--- config.mk ---
export PLATFORM = sky130hd
export DESIGN_NAME = warp_issue_sched
export DESIGN_NICKNAME = d
export VERILOG_FILES = /design/src/rtl/warp_sched_pkg.sv /design/src/rtl/warp_slot.sv /design/src/rtl/rr_picker.sv /design/src/rtl/stall_counter.sv /design/src/rtl/warp_issue_sched.sv
export SDC_FILE = /design/constraint.sdc
export NUM_CORES = 1
export LEC_CHECK = 0
export CAP_MARGIN = 20
export CORE_AREA = 5 5 179 181
export CTS_BUF_LIST = sky130_fd_sc_hd__clkbuf_8
export CTS_CLUSTER_DIAMETER = 80
export DETAILED_ROUTE_END_ITERATION = 16
export DIE_AREA = 0 0 184 186
export DONT_BUFFER_PORTS = 1
export PLACE_DENSITY = 0.7
export REMOVE_ABC_BUFFERS = 1
export SETUP_SLACK_MARGIN = 0.5
export SLEW_MARGIN = 20
export SYNTH_ARGS = -nofsm -noshare
export SYNTH_HDL_FRONTEND = slang
export SYNTH_SLANG_ARGS = --single-unit
--- constraint.sdc ---
create_clock -name clk -period 14.85 [get_ports clk]
set_input_delay 4.455 -clock clk [delete_from_list [all_inputs] [get_ports clk]]
set_output_delay 4.455 -clock clk [all_outputs]
set_load 0.01 [all_outputs]
--- src/rtl/warp_sched_pkg.sv ---
package warp_sched_pkg;

  localparam int MAX_WARPS = 64;

  // number of set bits in a warp vector
  function automatic int count_ones(input logic [MAX_WARPS-1:0] v);
    int c;
    c = 0;
    for (int i = 0; i < MAX_WARPS; i++) c += int'(v[i]);
    return c;
  endfunction

  // first ready warp after 'last', wrapping within n warps; -1 if none
  function automatic int rr_next(input logic [MAX_WARPS-1:0] rdy, input int n, input int last);
    int found;
    int idx;
    found = -1;
    for (int k = 1; k <= MAX_WARPS; k++) begin
      idx = last + k;
      if (idx >= n) idx = idx - n;
      if (idx >= n) idx = idx - n;
      if (found < 0 && k <= n && rdy[idx]) found = idx;
    end
    return found;
  endfunction

endpackage

--- src/rtl/warp_slot.sv ---
module warp_slot #(
  parameter int LANES = 32
) (
  input  logic             clk,
  input  logic             rst_n,
  input  logic             alloc_hit,
  input  logic [LANES-1:0] alloc_mask,
  input  logic             free_hit,
  input  logic             mask_hit,
  input  logic [LANES-1:0] mask_value,
  input  logic             issue_hit,
  input  logic             issue_mem,
  input  logic             resp_hit,
  output logic             resident,
  output logic             waiting,
  output logic [LANES-1:0] mask
);

  always_ff @(posedge clk) begin
    if (!rst_n) begin
      resident <= 1'b0;
      waiting  <= 1'b0;
      mask     <= '0;
    end else if (free_hit) begin
      resident <= 1'b0;
      waiting  <= 1'b0;
      mask     <= '0;
    end else if (alloc_hit) begin
      resident <= 1'b1;
      waiting  <= 1'b0;
      mask     <= alloc_mask;
    end else begin
      if (mask_hit) mask <= mask_value;
      if (issue_hit && issue_mem) waiting <= 1'b1;
      else if (resp_hit) waiting <= 1'b0;
    end
  end

  AST_WAIT_NEEDS_RES: assert property (@(posedge clk) disable iff (!rst_n)
    waiting |-> resident);
  AST_MEM_BEATS_RESP: assert property (@(posedge clk) disable iff (!rst_n)
    (issue_hit && issue_mem && !free_hit && !alloc_hit) |=> waiting);
  AST_RESP_RELEASES: assert property (@(posedge clk) disable iff (!rst_n)
    (resp_hit && !issue_hit && !free_hit && !alloc_hit) |=> !waiting);

endmodule

--- src/rtl/rr_picker.sv ---
module rr_picker
  import warp_sched_pkg::*;
#(
  parameter int NUM_WARPS = 8,
  localparam int IDW = $clog2(NUM_WARPS)
) (
  input  logic                 clk,
  input  logic                 rst_n,
  input  logic [NUM_WARPS-1:0] ready,
  output logic                 pick_valid,
  output logic [IDW-1:0]       pick_id
);

  logic [IDW-1:0]       last_q;
  logic [MAX_WARPS-1:0] rdy_ext;
  int                   found;

  always_comb begin
    rdy_ext = '0;
    rdy_ext[NUM_WARPS-1:0] = ready;
    found = rr_next(rdy_ext, NUM_WARPS, int'(last_q));
    pick_valid = (found >= 0);
    pick_id = pick_valid ? IDW'(found) : '0;
  end

  always_ff @(posedge clk) begin
    if (!rst_n) last_q <= IDW'(NUM_WARPS - 1);
    else if (pick_valid) last_q <= pick_id;
  end

  AST_PICK_IS_READY: assert property (@(posedge clk) disable iff (!rst_n)
    pick_valid |-> ready[pick_id]);
  AST_READY_GETS_SLOT: assert property (@(posedge clk) disable iff (!rst_n)
    (|ready) |-> pick_valid);

endmodule

--- src/rtl/stall_counter.sv ---
module stall_counter #(
  parameter int CNT_W = 16
) (
  input  logic             clk,
  input  logic             rst_n,
  input  logic             stall,
  output logic [CNT_W-1:0] count
);

  always_ff @(posedge clk) begin
    if (!rst_n) count <= '0;
    else if (stall && count != {CNT_W{1'b1}}) count <= count + 1'b1;
  end

  AST_STALL_STEP: assert property (@(posedge clk) disable iff (!rst_n)
    (stall && count != {CNT_W{1'b1}}) |=> count == $past(count) + 1'b1);
  AST_STALL_HOLD: assert property (@(posedge clk) disable iff (!rst_n)
    !stall |=> $stable(count));

endmodule

--- src/rtl/warp_issue_sched.sv ---
module warp_issue_sched
  import warp_sched_pkg::*;
#(
  parameter int NUM_WARPS = 8,
  parameter int LANES = 32,
  parameter int CNT_W = 16,
  localparam int IDW = $clog2(NUM_WARPS),
  localparam int OCC_W = $clog2(NUM_WARPS + 1)
) (
  input  logic             clk,
  input  logic             rst_n,
  input  logic             alloc_valid,
  input  logic [IDW-1:0]   alloc_id,
  input  logic [LANES-1:0] alloc_mask,
  input  logic             free_valid,
  input  logic [IDW-1:0]   free_id,
  input  logic             mask_wr_valid,
  input  logic [IDW-1:0]   mask_wr_id,
  input  logic [LANES-1:0] mask_wr_value,
  input  logic             mem_resp_valid,
  input  logic [IDW-1:0]   mem_resp_id,
  input  logic             issue_is_mem,
  output logic             issue_valid,
  output logic [IDW-1:0]   issue_id,
  output logic [LANES-1:0] issue_mask,
  output logic [OCC_W-1:0] occupancy,
  output logic [CNT_W-1:0] stall_count
);

  logic [NUM_WARPS-1:0] resident;
  logic [NUM_WARPS-1:0] waiting;
  logic [NUM_WARPS-1:0] ready;
  logic [LANES-1:0]     slot_mask [NUM_WARPS];
  logic                 no_ready_stall;
  logic [MAX_WARPS-1:0] res_ext;

  for (genvar w = 0; w < NUM_WARPS; w++) begin : g_slot
    logic alloc_hit, free_hit, mask_hit, issue_hit, resp_hit;
    assign alloc_hit = alloc_valid    && (alloc_id    == IDW'(w));
    assign free_hit  = free_valid     && (free_id     == IDW'(w));
    assign mask_hit  = mask_wr_valid  && (mask_wr_id  == IDW'(w));
    assign issue_hit = issue_valid    && (issue_id    == IDW'(w));
    assign resp_hit  = mem_resp_valid && (mem_resp_id == IDW'(w));

    warp_slot #(.LANES(LANES)) u_slot (
      .clk        (clk),
      .rst_n      (rst_n),
      .alloc_hit  (alloc_hit),
      .alloc_mask (alloc_mask),
      .free_hit   (free_hit),
      .mask_hit   (mask_hit),
      .mask_value (mask_wr_value),
      .issue_hit  (issue_hit),
      .issue_mem  (issue_is_mem),
      .resp_hit   (resp_hit),
      .resident   (resident[w]),
      .waiting    (waiting[w]),
      .mask       (slot_mask[w])
    );
  end

  assign ready = resident & ~waiting;

  rr_picker #(.NUM_WARPS(NUM_WARPS)) u_pick (
    .clk        (clk),
    .rst_n      (rst_n),
    .ready      (ready),
    .pick_valid (issue_valid),
    .pick_id    (issue_id)
  );

  assign issue_mask     = issue_valid ? slot_mask[issue_id] : '0;
  assign no_ready_stall = !issue_valid;

  stall_counter #(.CNT_W(CNT_W)) u_stall (
    .clk   (clk),
    .rst_n (rst_n),
    .stall (no_ready_stall),
    .count (stall_count)
  );

  always_comb begin
    res_ext = '0;
    res_ext[NUM_WARPS-1:0] = resident;
  end
  assign occupancy = OCC_W'(count_ones(res_ext));

  AST_OCC_BOUND: assert property (@(posedge clk) disable iff (!rst_n)
    occupancy <= OCC_W'(NUM_WARPS));
  AST_ISSUED_RESIDENT: assert property (@(posedge clk) disable iff (!rst_n)
    issue_valid |-> (resident[issue_id] && !waiting[issue_id]));
  AST_MEM_PARKS: assert property (@(posedge clk) disable iff (!rst_n)
    (issue_valid && issue_is_mem && !(free_valid && free_id == issue_id))
    |=> waiting[$past(issue_id)]);
  AST_ALLOC_READY: assert property (@(posedge clk) disable iff (!rst_n)
    (alloc_valid && !(free_valid && free_id == alloc_id))
    |=> ready[$past(alloc_id)]);

endmodule

==> flow_metrics.env <==
export IMPL_path_max_fanout=32
export IMPL_cts_tree="yes"
export IMPL_ant_nets=0
export IMPL_crit_chain="clkinv_1 -> ha_1 -> a21oi_1 -> inv_1 -> ha_1 -> or3b_2 -> a21oi_1 -> a22o_4 -> nor4_4 -> and2_4 -> a211oi_4 -> nand3_2 -> o221ai_1"
export IMPL_final_setup_tns_ps=0
export IMPL_drt_pre_antenna_iters=5
export IMPL_cts_htree_levels=2
export IMPL_crit_type="flop to output port"
export IMPL_nNetsFinal=1751
export IMPL_die_area_sq_mm=0.0342
export IMPL_synthCells=1781
export IMPL_gp_congestion=0.937
export IMPL_ys_async_sr_fraction_pct=0
export IMPL_drive_above_1_share_pct=8.70
export IMPL_ctsRootBufferMaster="clkbuf_8"
export IMPL_dp_cells=1993
export IMPL_end_kind="output port"
export IMPL_routedWlPerCell_um=23.8
export IMPL_p_leak_nw=6.58
export IMPL_worst_pin_slew_ps=1080
export IMPL_yosys_warnings=0
export IMPL_synth_area_per_cell_sq_um=9.20
export IMPL_hold_buffers=0
export IMPL_layout_area_overhead_vs_synth_pct=6.14
export IMPL_cp_slowest_cell="nand3_2"
export IMPL_totalPowerFinal_w=0.00246
export IMPL_p_clk_share_pct=30.1
export IMPL_n_fill_cell=2698
export IMPL_rows=64
export IMPL_clkTransAtPathRegs_ps=60
export IMPL_ys_ff_latch=291
export IMPL_routed_via_density=6.53
export IMPL_post_cts_buffers=0
export IMPL_cts_made_buffers=51
export IMPL_io_buffers=0
export IMPL_switchingPower_w=0.000923
export IMPL_seq_power_share_pct=35.1
export IMPL_ir_drop_mv=0.285
export IMPL_hold_violations=0
export IMPL_grt_pass1_vias=13227
export IMPL_swShare_pct=37.6
export IMPL_totalWireLength_um=49700
export IMPL_seq_area_frac_synth_pct=35.5
export IMPL_required_ps=10390
export IMPL_min_from="g_slot[0].u_slot.waiting$_SDFFE_PP0P_"
export IMPL_period_needed_ps=10230
export IMPL_finalSetupViolCount=0
export IMPL_rsz0062_at_grt="false"
export IMPL_grtUsageTotal_pct=28.0
export IMPL_finalCritPeriodShare_pct=68.9
export IMPL_initial_core_util_pct=54.2
export IMPL_crit_arrival_ps=5770
export IMPL_die_y_um=186
export IMPL_crit_start="u_pick.last_q[2]$_SDFFE_PN1P_"
export IMPL_final_util_pct=57.5
export IMPL_p_per_area_mw_per_mm2=141
export IMPL_core_area_sq_mm=0.0303
export IMPL_synth_edf_count=0
export IMPL_status="complete, no violations"
export IMPL_initialDrtViolationCount=1063
export IMPL_vias=13615
export IMPL_clock_skew_ps=25.6
export IMPL_cts_repair_resized=0
export IMPL_startpoint_type="flop"
export IMPL_fmax_mhz=97.8
export IMPL_final_cells=2085
export IMPL_slew_headroom_pct=28.0
export IMPL_p_int_w=0.00153
export IMPL_cts_sinks=291
export IMPL_io_pins=139
export IMPL_reg2reg_from="u_pick.last_q[2]$_SDFFE_PN1P_"
export IMPL_hold_path_class="flop to flop"
export IMPL_synth_distinct_cells=63
export IMPL_drc=0
export IMPL_critPathMaxStageDelay_ps=840
export IMPL_overflow=0
export IMPL_slew_violations=0
export IMPL_p_comb_share_pct=34.9
export IMPL_grt_max_degree=135
export IMPL_clock_path_buffers=3
export IMPL_grt_first_pass_wirelength_um=76500
export IMPL_synthesis_area_sq_mm=0.0164
export IMPL_place_hpwl_um=28400
export IMPL_n_antenna_cell=0
export IMPL_die_x_um=184
export IMPL_max_cap_violations=0
export IMPL_clock_latency_ps=580
export IMPL_antenna_found_initial=0
export IMPL_ys_flop_type="dfxtp_1"
-- power by group through the flow --
stage / clock network, W / logic (W) / registers, W
floorplan: 0 / 0.000841 / 0.000872
global placement: 0 / 0.000837 / 0.000875
detailed placement: 0 / 0.000844 / 0.000877
CTS: 0.000750 / 0.000847 / 0.000861
global route: 0.000787 / 0.000903 / 0.000867
finish: 0.000738 / 0.000856 / 0.000861
-- kinds of logic after synthesis --
kind of cell / synth area share, %
XOR/XNOR: 0.748
AO/OA/AOI/OAI: 18.5
adder cells (fa/ha/maj): 1.56
flip-flops: 35.5
multiplexers: 26.4
AND/OR/NAND/NOR: 11.1
buffers and inverters: 6.11
-- critical path, delay by kind of cell (launching register included) --
family | cells | cell delay, ps
compound gates | 5 | 1880
fa+ha+maj | 2 | 610
flops | 1 | 610
simple gates | 4 | 1600
buf+inv | 2 | 490
-- final timing paths --
check | endpoint | slack (ps) | cells after the start
worst max-delay path | issue_mask[0] | 4620 | 13
worst min register to register | g_slot[0].u_slot.waiting$_SDFFE_PP0P_ | 490 | 2
worst max register to register | g_slot[2].u_slot.waiting$_SDFFE_PP0P_ | 10150 | 15
worst min-delay path | g_slot[0].u_slot.waiting$_SDFFE_PP0P_ | 490 | 2
-- stage by stage --
stage / setup WS (ps) / cell area, sq um / hold slack, ps
after global placement: 5490 / 16400 / 476
after floorplan: -2520 / 15500 / 452
after detailed placement: 5340 / 16400 / 479
after global routing: 4320 / 17400 / 528
final: 4620 / 17400 / 489
after CTS: 4680 / 17400 / 488
-- layout by cell type (no fill, tap or decap), types with 7 or more instances in the layout --
cell        n
nand3_1     8
dfxtp_1   291
o221ai_1   33
ha_1       14
or3_1       7
buf_4      28
clkbuf_8   63
mux4_2     11
a21oi_1    25
and2_1      8
mux2i_1   393
nor2_1    281
nand2_1    31
a211oi_1  259
o22a_1     33
nand2b_1   20
xnor2_1     8
inv_1      42
o21ai_0    12
nor2b_1    17
-- per-layer routing --
layer / track usage, % / routed length [um]
met1: 38.5 / 21700
met2: 44.7 / 22300
met3: 6.39 / 4640
met4: 7.48 / 966
met5: 0 / 0
-- final cells by class --
cell class / instances / area (sq um) / share of cell area, %
well taps: 396 / 495 / 2.85
multi-input cells: 1253 / 9730 / 55.9
clock inverters: 29 / 156 / 0.899
repair buffers: 29 / 230 / 1.32
inverters: 24 / 95.1 / 0.547
flip-flops and latches: 291 / 5830 / 33.5
clock buffers: 63 / 867 / 4.98
-- registers in the layout (all words and copies together) (netlist names) --
register                count
g_slot.u_slot.mask        256
g_slot.u_slot.resident      8
g_slot.u_slot.waiting       8
u_pick.last_q               3
u_stall.count              16
-- cells in the mapped netlist (4+ instances only) --
cell      count  share of area (%)
nor2_1      281                6.4
nand3_1      11               0.34
dfxtp_1     291                 36
ha_1         14                1.1
o31ai_1       4               0.18
mux4_2       11                1.5
xnor2_1       8               0.43
o221ai_1     34                1.8
nand2_1      37               0.85
xor2_1        6               0.32
inv_1        19               0.44
nor3b_1       4               0.18
mux2i_1     393                 24
buf_1        44                1.0
clkbuf_1    121                2.8
o22a_1       33                1.8
o21ai_1       6               0.18
nor2b_1      17               0.65
nand4b_1      4               0.21
nor3_1        8               0.24
a21oi_1      25               0.76
buf_2        21               0.64
fa_1          4               0.49
clkbuf_2     19               0.58
buf_6         5               0.34
or3_1         7               0.27
a211oi_1    259                 12
o21ai_0      12               0.37
nand2b_1     20               0.76
mux4_1        5               0.80
and2_1        8               0.31
(Power assumes the default switching activity.)
